===== src/rtl/dau_pkg.sv =====
package dau_pkg;
  localparam int BYTE_W = 8;
  localparam int NIB_W  = 4;

  typedef enum logic [2:0] {
    OP_UADD   = 3'd0,
    OP_USUB   = 3'd1,
    OP_PADD   = 3'd2,
    OP_PSUB   = 3'd3,
    OP_PREDIV = 3'd4
  } dau_op_e;

  typedef struct packed {
    logic [BYTE_W-1:0] al;
    logic [BYTE_W-1:0] ah;
    logic              cf;
    logic              af;
    logic              pf;
    logic              sf;
    logic              zf;
  } dau_res_t;
endpackage


===== src/rtl/dau_flag_calc.sv =====
module dau_flag_calc
  import dau_pkg::*;
(
  input  logic [BYTE_W-1:0] val,
  output logic              pf,
  output logic              sf,
  output logic              zf
);
  always_comb begin
    pf = ~(^val);
    sf = val[BYTE_W-1];
    zf = (val == '0);
  end
endmodule


===== src/rtl/dau_unpacked.sv =====
module dau_unpacked
  import dau_pkg::*;
#(
  parameter int BASE = 10,
  parameter bit SUB  = 1'b0
) (
  input  logic [BYTE_W-1:0] al,
  input  logic [BYTE_W-1:0] ah,
  input  logic              af,
  output dau_res_t          res
);
  localparam logic [NIB_W-1:0]  NIB_MAX = NIB_W'(BASE - 1);
  localparam logic [BYTE_W-1:0] CORR    = BYTE_W'((1 << NIB_W) - BASE);
  localparam logic [BYTE_W-1:0] ONE     = BYTE_W'(1);

  logic              adj;
  logic [BYTE_W-1:0] al_fix;
  logic [BYTE_W-1:0] ah_fix;
  logic [BYTE_W-1:0] al_sel;

  always_comb begin
    adj = (al[NIB_W-1:0] > NIB_MAX) | af;
    if (SUB) begin
      al_fix = al - CORR;
      ah_fix = ah - ONE;
    end else begin
      al_fix = al + CORR;
      ah_fix = ah + ONE;
    end
    al_sel = adj ? al_fix : al;
    res    = '0;
    res.al = {{(BYTE_W-NIB_W){1'b0}}, al_sel[NIB_W-1:0]};
    res.ah = adj ? ah_fix : ah;
    res.cf = adj;
    res.af = adj;
  end
endmodule


===== src/rtl/dau_packed.sv =====
module dau_packed
  import dau_pkg::*;
#(
  parameter int BASE = 10,
  parameter bit SUB  = 1'b0
) (
  input  logic [BYTE_W-1:0] al,
  input  logic [BYTE_W-1:0] ah,
  input  logic              af,
  input  logic              cf,
  output dau_res_t          res
);
  localparam logic [NIB_W-1:0]  NIB_MAX = NIB_W'(BASE - 1);
  localparam logic [BYTE_W-1:0] LO_CORR = BYTE_W'((1 << NIB_W) - BASE);
  localparam logic [BYTE_W-1:0] HI_CORR = BYTE_W'(((1 << NIB_W) - BASE) << NIB_W);
  localparam logic [BYTE_W-1:0] HI_LIM  = BYTE_W'(((BASE - 1) << NIB_W) + (BASE - 1));

  logic              lo_adj;
  logic              hi_adj;
  logic [BYTE_W-1:0] step1;
  logic [BYTE_W-1:0] step2;
  logic              f_pf;
  logic              f_sf;
  logic              f_zf;

  always_comb begin
    lo_adj = (al[NIB_W-1:0] > NIB_MAX) | af;
    hi_adj = (al > HI_LIM) | cf;
    if (SUB) begin
      step1 = lo_adj ? al - LO_CORR : al;
      step2 = hi_adj ? step1 - HI_CORR : step1;
    end else begin
      step1 = lo_adj ? al + LO_CORR : al;
      step2 = hi_adj ? step1 + HI_CORR : step1;
    end
  end

  dau_flag_calc u_flags (
    .val (step2),
    .pf  (f_pf),
    .sf  (f_sf),
    .zf  (f_zf)
  );

  always_comb begin
    res    = '0;
    res.al = step2;
    res.ah = ah;
    res.af = lo_adj;
    res.cf = hi_adj;
    res.pf = f_pf;
    res.sf = f_sf;
    res.zf = f_zf;
  end
endmodule


===== src/rtl/dau_prediv.sv =====
module dau_prediv
  import dau_pkg::*;
#(
  parameter int BASE = 10
) (
  input  logic [BYTE_W-1:0] al,
  input  logic [BYTE_W-1:0] ah,
  output dau_res_t          res
);
  localparam logic [BYTE_W-1:0] MULT = BYTE_W'(BASE);

  logic [BYTE_W-1:0] folded;
  logic              f_pf;
  logic              f_sf;
  logic              f_zf;

  always_comb folded = ah * MULT + al;

  dau_flag_calc u_flags (
    .val (folded),
    .pf  (f_pf),
    .sf  (f_sf),
    .zf  (f_zf)
  );

  always_comb begin
    res    = '0;
    res.al = folded;
    res.pf = f_pf;
    res.sf = f_sf;
    res.zf = f_zf;
  end
endmodule


===== src/rtl/dau_top.sv =====
module dau_top
  import dau_pkg::*;
#(
  parameter int BASE = 10
) (
  input  logic              clk,
  input  logic              rst,
  input  logic              start,
  input  logic [2:0]        op,
  input  logic [BYTE_W-1:0] al_in,
  input  logic [BYTE_W-1:0] ah_in,
  input  logic              cf_in,
  input  logic              af_in,
  output logic [BYTE_W-1:0] al_out,
  output logic [BYTE_W-1:0] ah_out,
  output logic              cf_out,
  output logic              af_out,
  output logic              pf_out,
  output logic              sf_out,
  output logic              zf_out,
  output logic              done
);
  localparam int NDIR = 2;

  dau_res_t unp_res [NDIR];
  dau_res_t pak_res [NDIR];
  dau_res_t div_res;
  dau_res_t nxt;
  dau_res_t res_q;
  logic     done_q;

  for (genvar g = 0; g < NDIR; g++) begin : g_dir
    dau_unpacked #(.BASE(BASE), .SUB(g == 1)) u_unp (
      .al  (al_in),
      .ah  (ah_in),
      .af  (af_in),
      .res (unp_res[g])
    );
    dau_packed #(.BASE(BASE), .SUB(g == 1)) u_pak (
      .al  (al_in),
      .ah  (ah_in),
      .af  (af_in),
      .cf  (cf_in),
      .res (pak_res[g])
    );
  end

  dau_prediv #(.BASE(BASE)) u_div (
    .al  (al_in),
    .ah  (ah_in),
    .res (div_res)
  );

  always_comb begin
    nxt    = '0;
    nxt.al = al_in;
    nxt.ah = ah_in;
    case (op)
      OP_UADD:   nxt = unp_res[0];
      OP_USUB:   nxt = unp_res[1];
      OP_PADD:   nxt = pak_res[0];
      OP_PSUB:   nxt = pak_res[1];
      OP_PREDIV: nxt = div_res;
      default:   ;
    endcase
  end

  always_ff @(posedge clk) begin
    if (rst) begin
      res_q  <= '0;
      done_q <= 1'b0;
    end else begin
      done_q <= start;
      if (start) res_q <= nxt;
    end
  end

  assign al_out = res_q.al;
  assign ah_out = res_q.ah;
  assign cf_out = res_q.cf;
  assign af_out = res_q.af;
  assign pf_out = res_q.pf;
  assign sf_out = res_q.sf;
  assign zf_out = res_q.zf;
  assign done   = done_q;

  assert_done_follows_R2: assert property (@(posedge clk) disable iff (rst)
    start |=> done);
  assert_no_spurious_done_R2: assert property (@(posedge clk) disable iff (rst)
    !start |=> !done);
  assert_hold_R2: assert property (@(posedge clk) disable iff (rst)
    !start |=> ($stable(al_out) && $stable(ah_out) && $stable(cf_out)));
  assert_unpacked_add_hi_zero_R3: assert property (@(posedge clk) disable iff (rst)
    (start && op == 3'd0) |=> (al_out[BYTE_W-1:NIB_W] == '0));
  assert_unpacked_sub_hi_zero_R4: assert property (@(posedge clk) disable iff (rst)
    (start && op == 3'd1) |=> (al_out[BYTE_W-1:NIB_W] == '0));
  assert_packed_carry_kept_R5: assert property (@(posedge clk) disable iff (rst)
    (start && (op == 3'd2 || op == 3'd3) && cf_in) |=> cf_out);
  assert_prediv_ah_clear_R8: assert property (@(posedge clk) disable iff (rst)
    (start && op == 3'd4) |=> (ah_out == '0 && !cf_out && !af_out));
  assert_unpacked_flags_zero_R9: assert property (@(posedge clk) disable iff (rst)
    (start && op <= 3'd1) |=> (!pf_out && !sf_out && !zf_out));
  assert_passthru_R10: assert property (@(posedge clk) disable iff (rst)
    (start && op >= 3'd5) |=> (al_out == $past(al_in) && ah_out == $past(ah_in)));
endmodule


===== config.mk =====
export PLATFORM = sky130hd
export DESIGN_NAME = dau_top
export DESIGN_NICKNAME = d
export VERILOG_FILES = /design/src/rtl/dau_pkg.sv /design/src/rtl/dau_flag_calc.sv /design/src/rtl/dau_unpacked.sv /design/src/rtl/dau_packed.sv /design/src/rtl/dau_prediv.sv /design/src/rtl/dau_top.sv
export SDC_FILE = /design/constraint.sdc
export NUM_CORES = 1
export LEC_CHECK = 0
export ABC_AREA = 0
export BUFFER_PORTS_ARGS = -buffer_cell sky130_fd_sc_hd__buf_2
export CORE_ASPECT_RATIO = 1.25
export CORE_MARGIN = 2
export CORE_UTILIZATION = 62
export CTS_BUF_LIST = sky130_fd_sc_hd__clkbuf_8
export CTS_CLUSTER_SIZE = 24
export DETAILED_ROUTE_END_ITERATION = 10
export PLACE_DENSITY = 0.8
export SLEW_MARGIN = 20
export SYNTH_ARGS = -nofsm -noshare
export SYNTH_HDL_FRONTEND = slang
export SYNTH_HIERARCHICAL = 1
export SYNTH_SLANG_ARGS = --single-unit

===== constraint.sdc =====
create_clock -name clk -period 4.1 [get_ports clk]
set_clock_uncertainty 0.1 [all_clocks]
set_input_delay 0.41 -clock clk [delete_from_list [all_inputs] [get_ports clk]]
set_output_delay 0.41 -clock clk [all_outputs]
set_load 0.01 [all_outputs]

== Word-level counts from Yosys, hierarchy flattened ==
Cells that the tools add are included.

* Flip-flop bits (word level): 22
* Input bits: 24
* Output and inout port bits: 22
* Word-level logic and storage cells: 41

* Add/sub/neg operators: 7
* Multipliers: 1
* Order comparisons: 2
* Eq/ne operators: 4
* Multiplexer cells: 7
* Bitwise logic cells: 5
* Reduce and logical (&&, ||, !) cells: 7

{| class="wikitable"
|+ Operators with widths
! kind !! number
|-
| 21-bit one-hot mux with 5 select lines || 1
|-
| 8-bit two-way mux || 6
|-
| 8-bit zero test || 3
|-
| 8-bit XOR reduction || 3
|-
| 8-bit by 1-bit adder with 8-bit output, second input constant || 1
|-
| 8-bit by 3-bit adder with 8-bit output, second input constant || 1
|-
| 8-bit by 7-bit adder with 8-bit output, second input constant || 1
|-
| 8-bit adder || 1
|-
| 8-bit greater-than comparator, second input constant || 1
|-
| 8-bit by 3-bit multiplier with 7-bit output, second input constant || 1
|-
| 8-bit by 1-bit subtractor with 8-bit output, second input constant || 1
|-
| 8-bit by 3-bit subtractor with 8-bit output, second input constant || 1
|-
| 8-bit by 7-bit subtractor with 8-bit output, second input constant || 1
|-
| 3-bit by 2-bit equality test with 1-bit output, second input constant || 2
|-
| 4-bit greater-than comparator, second input constant || 1
|-
| 3-bit by 1-bit equality test with 1-bit output, second input constant || 1
|-
| 3-bit equality test, second input constant || 1
|-
| 3-bit zero test || 1
|-
| 1-bit NOT || 3
|-
| 1-bit OR || 2
|}

== Longest topological paths before layout ==
Gate-level depths: netlist (run 1).

* Depth after elaboration: 8
* Mapped depth: 17
* Depth with buffers taken out: 16

== Modules after synthesis ==
Netlist (run 1), hierarchy kept.

{| class="wikitable"
|+ By module, submodules not included
! module !! instances !! cells each !! area each (µm²) !! sequential area each (µm²)
|-
| dau_top || 1 || 242 || 1858.0 || 440.4
|-
| dau_prediv || 1 || 59 || 513.0 || 0.0
|-
| dau_packed (g_dir[1].u_pak) || 1 || 55 || 401.6 || 0.0
|-
| dau_packed (g_dir[0].u_pak) || 1 || 58 || 385.4 || 0.0
|-
| dau_flag_calc || 3 || 17 || 122.6 || 0.0
|-
| dau_unpacked (g_dir[0].u_unp) || 1 || 43 || 345.3 || 0.0
|-
| dau_unpacked (g_dir[1].u_unp) || 1 || 44 || 316.6 || 0.0
|}

== Least setup slack after synthesis (run 1) ==
Ideal clock, no wire load.

* Path type: input to register
* Start: input al_in[1]
* End: register res_q, in the netlist pf_out
* Library setup time: 0.117 ns
* Data arrival time: 3.332 ns
* Data required time: 3.883 ns
* Slack: 0.551 ns
* Stages on the path: 17
* Path buffers: 1
* Cell sequence: inv_1 > ha_1 > nor3_1 > xnor2_1 > ha_1 > or3_1 > and3_1 > o22ai_1 > inv_1 > ha_1 > xnor2_1 > xnor2_1 > buf_4 > mux2_4 > a32oi_1 > o21ai_1 > a22o_1

{| class="wikitable"
|+ RTL lines
! item !! RTL line !! text
|-
| start: declaration || dau_top.sv:10 || <nowiki>input logic [BYTE_W-1:0] al_in,</nowiki>
|-
| end signal: assignment || dau_top.sv:74 || <nowiki>if (start) res_q <= nxt;</nowiki>
|-
| end: declaration || dau_top.sv:29 || <nowiki>dau_res_t res_q;</nowiki>
|}

==> results by stage, run 1 <==
Timing:
- The normalized max-slew margin is 54.1%.
- The final max-slew violation count is 0.
- The setup TNS after final layout is 0 ns.
- The minimum period implied by the final worst setup slack is 3.68 ns.
- After layout, the worst path uses 89.7% of the clock period.
- The highest achievable clock rate is 272 MHz.
- The transition at the pin with the smallest max-transition slack is 0.689 ns.
- Setup repair after global routing left no endpoint under its margin.
- The final number of hold-violating endpoints is 0.
- Setup slack on the critical path of the routed design comes to 0.421 ns.
- The setup-violating endpoint count in the final report is 0.
- Final hold analysis gives a worst-case slack of 0.382 ns.

Clocking:
- The cell sitting at the root of the clock tree is a sky130_fd_sc_hd__clkbuf_8.
- Clock-pin slew was measured on the worst setup and hold paths at 0.10 ns.
- The clock latency of the later-clocked register in the worst-skew pair is 0.27 ns.
- TritonCTS built the clock tree.
- Buffers inserted during clock tree synthesis total 3.
- Gates resized during post-CTS repair numbered 0.
- The tree built by TritonCTS fans out to 22 sinks.
- The number of levels in the clock H-tree is 1.
- The number of hold buffers added after CTS is 0.
- No sink is reached through more buffers than the 2 on the longest clock path.
- Once the clock tree was built, the setup fixing pass inserted 0 buffers.

Synthesis:
- The synthesized design spends more area on one cell type than any other, namely sky130_fd_sc_hd__buf_4.
- The number of distinct library cells after synthesis is 67.
- In the post-synthesis netlist, the cell with the most instances is sky130_fd_sc_hd__buf_4.
- Of all flip-flops after synthesis, the portion carrying an async set or reset was 0%.
- The number of warnings issued by yosys is 6.
- The share of the Yosys chip area taken by registers is 10.5%.
- After synthesis, the mean cell area works out to 7.59 sq um.
- The post-synthesis cell area is 0.00419 sq mm.
- The portion of synthesized cell area occupied by the leading cell type is 12.0%.
- In this run, synthesis inferred 0 flip-flops with an integrated enable.
- Among all flip-flop cells after synthesis, the most frequent one is sky130_fd_sc_hd__dfxtp_1.
- In the post-synthesis netlist, the biggest area contributors are sky130_fd_sc_hd__buf_4 (12%), sky130_fd_sc_hd__dfxtp_1 (11%), sky130_fd_sc_hd__ha_1 (9.9%), sky130_fd_sc_hd__xnor2_1 (7.3%), sky130_fd_sc_hd__mux2_2 (5.1%).
- The total of flip-flops plus latches after synthesis is 22.
- Synthesis produced a netlist whose cell count is 552.
- The commonest cells after synthesis are sky130_fd_sc_hd__buf_4 (67), sky130_fd_sc_hd__inv_1 (46), sky130_fd_sc_hd__nor2_1 (46).

Global route:
- For this run, global-route usage on met2 was measured as 48.1%.
- The first global-routing pass estimated 16600 microns of wire.
- The met3 track demand over resource is 3.85%.
- Entering global routing, the biggest net connects 38 pins.
- In this run the most used layer during global routing was met2.
- The number of global-route vias before repair is 3469.
- The initial antenna violation count is 0.
- Global routing finished with a remaining overflow of 0.
- Global routing consumed, on the met1 layer, 34.7% of the routing resources.
- Global routing used 27.6% of the available tracks across all layers.

Place:
- The setup slack at placement is 0.149 ns.
- The detailed placer's ending HPWL is 7450 microns.
- The count of input and output buffers is 45.
- Routability-driven placement finished with a final weighted congestion of 0.846.

Setup path:
- The critical path start-end classification is in2reg.
- STA classifies the critical path startpoint as an input pin.
- Along the worst path, the maximum fanout reaches 16.
- STA puts the critical path data arrival time at 3.75 ns.
- At the worst endpoint, the required time is 4.18 ns.
- The type of destination of the critical path is a flop.

Floorplan:
- The row count is 33.
- The floorplan step set the die width to 77.5 microns.
- 46 I/O pins were placed.
- The core region is 0.00657 sq mm.
- The die covers 0.00743 sq mm.
- The starting density of the core is 63.8%.
- The die is 95.9 microns tall.

Hold path:
- The type of the worst min-delay path is reg2reg.

Drt:
- The number of nets with antenna violations after detailed routing is 0.
- The first routing iteration left 236 violations.
- The total vias in the final route is 3789.
- The first TritonRoute pass finished after 6 iterations.
- The number of remaining DRC errors is 0.
- After detailed routing, the number of vias per cell comes to 6.01.
- After detailed routing, the average wire length per cell comes to 16.3 microns.
- The wire length after detailed routing is 10300 microns.

Final layout:
- The net count reported at finish is 603.
- The diode insertion count for antenna repair is 0.
- The ratio of cells with drive above 1 in the final layout is 18.8%.
- The growth of design area from synthesis to finish is -1.64%.

Pwr:
- The post-route total power is 1.08 mW.
- The standby leakage power is 1.85 nW.
- The peak ir drop on the vdd network is 172 uV.
- Dividing total power by cell area gives a power density of 262 mW/mm^2.

Run status:
- The flow ran to the end, and the final reports show no timing, DRC or antenna violations.

Job:
- The tool flagged a number of max-cap violations equal to 0.
## power by group
part,internal [mW],leakage [nW],total [mW],switching (mW)
sequential,0.231,0.181,0.245,0.0131
clock,0.131,0.0357,0.217,0.0865
combinational,0.282,1.63,0.617,0.335
total,0.645,1.85,1.08,0.434
## stage by stage
stage | util, % | area, sq um | instances
floorplan | - | 4270 | 573
global placement | 61.7 | 4050 | 626
detailed placement | 61.7 | 4050 | 626
CTS | 62.7 | 4120 | 630
global route | 62.7 | 4120 | 630
finish | 62.7 | 4120 | 630
## kinds of logic after synthesis
logic type	Yosys count	share of synthesized area, %
and+or+nand+nor	126	16.3
buffers and inverters	138	19.5
AOI/OAI and AO/OA	155	25.2
xor gates and xnor gates	46	9.62
adders and majority gates	36	11.1
DFF	22	10.5
muxes	26	7.50
other	3	0.269
## worst paths after layout
path             start         to  slack [ns]  cells past startpoint
min reg2reg     cf_out     cf_out        0.38                      1
min             cf_out     cf_out        0.38                      1
max           ah_in[2]     pf_out        0.42                     16
max reg2reg  al_out[0]  al_out[0]        3.03                      4
## cells in the final DEF, fill, tap and decap left out, types with 6 or more instances in the layout
master,netlist,routed
sky130_fd_sc_hd__buf_4,67,11
sky130_fd_sc_hd__inv_1,46,46
sky130_fd_sc_hd__nor2b_1,14,14
sky130_fd_sc_hd__ha_1,33,33
sky130_fd_sc_hd__dfxtp_1,22,22
sky130_fd_sc_hd__a22oi_1,9,9
sky130_fd_sc_hd__and4_1,6,6
sky130_fd_sc_hd__xor2_1,11,11
sky130_fd_sc_hd__a21oi_1,19,19
sky130_fd_sc_hd__xnor2_1,35,35
sky130_fd_sc_hd__conb_1,3,24
sky130_fd_sc_hd__o21a_1,11,11
sky130_fd_sc_hd__mux2_2,19,19
sky130_fd_sc_hd__nor2_1,46,46
sky130_fd_sc_hd__o21ai_1,16,16
sky130_fd_sc_hd__a31oi_1,13,13
sky130_fd_sc_hd__nand2b_1,8,8
sky130_fd_sc_hd__nand2_1,18,18
sky130_fd_sc_hd__buf_2,10,45
sky130_fd_sc_hd__nor3_1,8,8
sky130_fd_sc_hd__a221oi_1,12,12
sky130_fd_sc_hd__o21ai_0,31,31
sky130_fd_sc_hd__mux2_4,6,6
## registers in the layout, indices dropped and copies added, names as in the netlist
signal / flops
cf_out: 1
done: 1
al_out: 8
ah_out: 8
sf_out: 1
zf_out: 1
af_out: 1
pf_out: 1
## routing by layer
metal	share of wire (%)	up-vias
li1	-	1843
met1	42	1763
met2	48	154
met3	7.2	29
met4	2.6	0
met5	0	-
## worst max-delay path, cell delays in order
cell                       delay, ns
sky130_fd_sc_hd__buf_2          0.27
sky130_fd_sc_hd__ha_1           0.22
sky130_fd_sc_hd__ha_1           0.18
sky130_fd_sc_hd__fa_1           0.44
sky130_fd_sc_hd__ha_1           0.34
sky130_fd_sc_hd__o21ai_0        0.12
sky130_fd_sc_hd__o21bai_1       0.14
sky130_fd_sc_hd__a21oi_1        0.10
sky130_fd_sc_hd__xnor2_1        0.35
sky130_fd_sc_hd__inv_1          0.09
sky130_fd_sc_hd__ha_1           0.29
sky130_fd_sc_hd__xnor2_1        0.21
sky130_fd_sc_hd__xnor2_1        0.12
sky130_fd_sc_hd__a22oi_1        0.16
sky130_fd_sc_hd__o21ai_1        0.08
sky130_fd_sc_hd__a22o_1         0.22
## final cells by class
cell class | count | area [sq um]
flip-flops and latches | 22 | 440
clock inverters | 1 | 30.0
well taps | 87 | 109
clock buffers | 3 | 41.3
repair buffers | 56 | 308
multi-input cells | 413 | 3010
inverters | 48 | 180
fillers | 578 | 2450
No activity file was read; power rests on OpenSTA's default activity.
==> run 2, diff against run 1 <==
--- a/config.mk
+++ b/config.mk
@@ -9,11 +9,11 @@
 export BUFFER_PORTS_ARGS = -buffer_cell sky130_fd_sc_hd__buf_2
 export CORE_ASPECT_RATIO = 1.25
 export CORE_MARGIN = 2
-export CORE_UTILIZATION = 62
+export CORE_UTILIZATION = 67
 export CTS_BUF_LIST = sky130_fd_sc_hd__clkbuf_8
 export CTS_CLUSTER_SIZE = 24
 export DETAILED_ROUTE_END_ITERATION = 10
-export PLACE_DENSITY = 0.8
+export PLACE_DENSITY = 0.85
 export SLEW_MARGIN = 20
 export SYNTH_ARGS = -nofsm -noshare
 export SYNTH_HDL_FRONTEND = slang
==> constraint.sdc (replaced) <==
create_clock -name clk -period 4.8 [get_ports clk]
set_clock_uncertainty 0.1 [all_clocks]
set_input_delay 0.48 -clock clk [delete_from_list [all_inputs] [get_ports clk]]
set_output_delay 0.48 -clock clk [all_outputs]
set_load 0.01 [all_outputs]
==> results by stage, run 2 (synthesized netlist as in run 1, its figures left out) <==
Run status:
- The run finished with clean final reports.

Final layout:
- After the last flow step, the layout net total stands at 593.
- The count of cells in the finished layout, fillers not included, comes to 618.
- Of the cells placed in the final design, the portion with a size suffix greater than 1 is 17.4%.
- The library cell used most frequently in the layout, excluding fill and tap cells, is sky130_fd_sc_hd__inv_1.
- Summing all multi-input logic gate instances after layout gives 0.00301 sq mm.
- Across the whole layout, storage elements account for 440 sq um.
- 0 antenna diodes ended up in the layout.
- The count of fill cells added during filler insertion is 529.
- Leaving out fill and tap cells, the most frequent cells in the layout are sky130_fd_sc_hd__inv_1 (46), sky130_fd_sc_hd__nor2_1 (45), sky130_fd_sc_hd__buf_2 (45), sky130_fd_sc_hd__xnor2_1 (35), sky130_fd_sc_hd__ha_1 (33).
- Compared with the post-synthesis result, the final layout area differs by -3.44%.

Setup path:
- For the worst setup path, the data required time is 4.88 ns.
- Walking the worst path, the cells encountered are buf_2 > inv_1 > ha_1 > nor3_1 > xnor2_1 > ha_1 > or3_1 > and3_1 > o22ai_1 > inv_1 > ha_1 > xnor2_1 > xnor2_1 > mux2_4 > a32oi_1 > o21ai_1 > a22o_1.
- On the critical path the largest part of the delay comes from simple AND/OR/NAND/NOR gates.
- The critical path start-end classification is in2reg.
- The type of destination of the critical path is a flop.
- The highest-delay cell along the critical path is sky130_fd_sc_hd__or3_1.
- The total buffers and inverters traversed by the critical path is 3.
- The worst setup path is launched from an input pin.
- At the worst endpoint, the arrival time is 4.05 ns.
- On the worst path, the slowest cell contributes a delay of 0.38 ns.
- The critical-path maximum fanout is 18.

Global route:
- For met2 alone, demand over resource in global routing was 50.9%.
- The global routing met1 resource utilization is 40.6%.
- The initial antenna violation count came to 0.
- The aggregate global routing overflow is 0.
- In this run the most used layer during global routing was met2.
- The number of global-route vias before repair came to 3577.
- The first global-routing pass estimated 16900 microns of wire.
- The global routing usage summed across all routing layers is 30.6%.
- In the global route stage, met3 resource usage came out at 2.61%.
- Entering global routing, the biggest net connects 38 pins.

Timing:
- Setup repair after global routing left no endpoint under its margin.
- At the pin with the least slew margin, the transition time is 0.767 ns.
- The final number of hold-violating endpoints was 0.
- The setup TNS after final layout is 0 ns.
- The normalized max-slew margin is 48.8%.
- The final max-slew violation count came to 0.
- The worst path uses 82.7% of the clock period.
- The minimum period implied by the final worst setup slack is 3.97 ns.
- The setup-violating endpoint count in the final report is 0.
- Static timing analysis puts the maximum clock frequency at 252 MHz.

Drt:
- The wire length after detailed routing is 10200 microns.
- After detailed routing, the number of remaining DRC violations is 0.
- Using the TritonRoute via totals, the vias-per-cell ratio works out to 6.13.
- The number of nets with antenna violations after detailed routing is 0.
- The post-detailed-route wirelength per cell is 16.4 microns.
- Across all layers, the routed design uses 3790 vias.
- The count of routing violations after the opening detailed-route iteration is 427.
- The number of optimization iterations in the first detailed-route pass is 5.

Floorplan:
- The die covers 0.00690 sq mm.
- The die outline height is 92.4 microns.
- After floorplanning, the core was sized to cover 0.00613 sq mm.
- Pin placement for this block handled 46 I/O pins.
- The initial utilization of the core area, before any placement, comes to 68.4%.
- The row count is 32.
- The width of the chip is 74.7 microns.

Clocking:
- Clock-pin slew was measured on the worst setup and hold paths at 0.10 ns.
- For the worst-skew pair, the clock arrives at the later sink with an insertion delay of 0.28 ns.
- CTS built an H-tree with a depth of 1.
- The buffer depth of the longest clock path is 2.
- The CTS tree is done.
- For this design, the sink count on the clock tree is 22.
- The buffer type at the clock tree root is sky130_fd_sc_hd__clkbuf_8.
- Buffers added to address setup during post-CTS repair amount to 0.
- For this design, the CTS-stage hold fixing added 0 buffers.
- The post-cts sizing count is 0.
- TritonCTS created 3 clock buffers.

Job:
- The tool flagged a number of max-cap violations equal to 0.

Pwr:
- VDD sags by at most 130 uV.
- In this run the power density over the cells is 227 mW/mm^2.
- In this run the static leakage power is 1.80 nW.
- The post-route total power is 0.918 mW.

Place:
- The routability congestion estimate is 0.886.
- The count of input and output buffers is 45.
- The instance count after placement with tap cells included is 614.
- Summed over all nets, the half-perimeter wirelength after detailed placement is 7100 microns.

Hold path:
- In this run the worst hold path is classified as reg2reg.
run 2: changes by cell type in the layout (fill, tap and decap cells not counted):
cell	previous run	this run
sky130_fd_sc_hd__buf_4	11	1
sky130_fd_sc_hd__nor2_1	46	45
sky130_fd_sc_hd__nor2_2	0	1
run 2: final timing paths:
| check | startpoint | to | slack, ns | depth (start not counted) |
|---|---|---|---|---|
| worst max-delay path | al_in[1] | pf_out | 0.83 | 17 |
| worst min-delay path | af_out | af_out | 0.38 | 1 |
| worst max register to register | al_out[0] | al_out[0] | 3.75 | 4 |
| worst min register to register | af_out | af_out | 0.38 | 1 |
run 2: stage by stage:
stage                     hold slack, ns  util [%]  setup slack [ns]  instance area [sq um]
after floorplan                    0.412         -              1.18                   4270
after global placement             0.359      64.8             0.752                   3970
after detailed placement           0.369      64.8             0.576                   3970
after CTS                          0.391      66.0             0.864                   4040
after global routing               0.410      66.0             0.607                   4040
final                              0.385      66.0             0.831                   4040
run 2: cell type report:
cell class / count / area share (%)
flip-flops and latches: 22 / 10.9
well taps: 85 / 2.63
repair buffers: 46 / 5.75
inverters: 48 / 4.46
multi-input cells: 413 / 74.5
clock inverters: 1 / 0.743
clock buffers: 3 / 1.02
run 2: metal layers:
| layer | share of wire, % | wire (microns) |
|---|---|---|
| met5 | 0 | 0 |
| met4 | 1.9 | 194 |
| met3 | 6.8 | 691 |
| met2 | 49 | 4970 |
| met1 | 42 | 4300 |
run 2: worst reg2reg max path, cell delays in order (launching register included):
cell and delay, ns:
sky130_fd_sc_hd__dfxtp_1 0.34, sky130_fd_sc_hd__inv_1 0.06, sky130_fd_sc_hd__o21ai_0 0.16, sky130_fd_sc_hd__a221oi_1 0.08
sky130_fd_sc_hd__a2111oi_2 0.23
run 2: report_power, final:
group          switching, mW  internal (mW)
Clock                 0.0789          0.112
Combinational          0.283          0.236
Sequential            0.0107          0.198
Total                  0.372          0.546
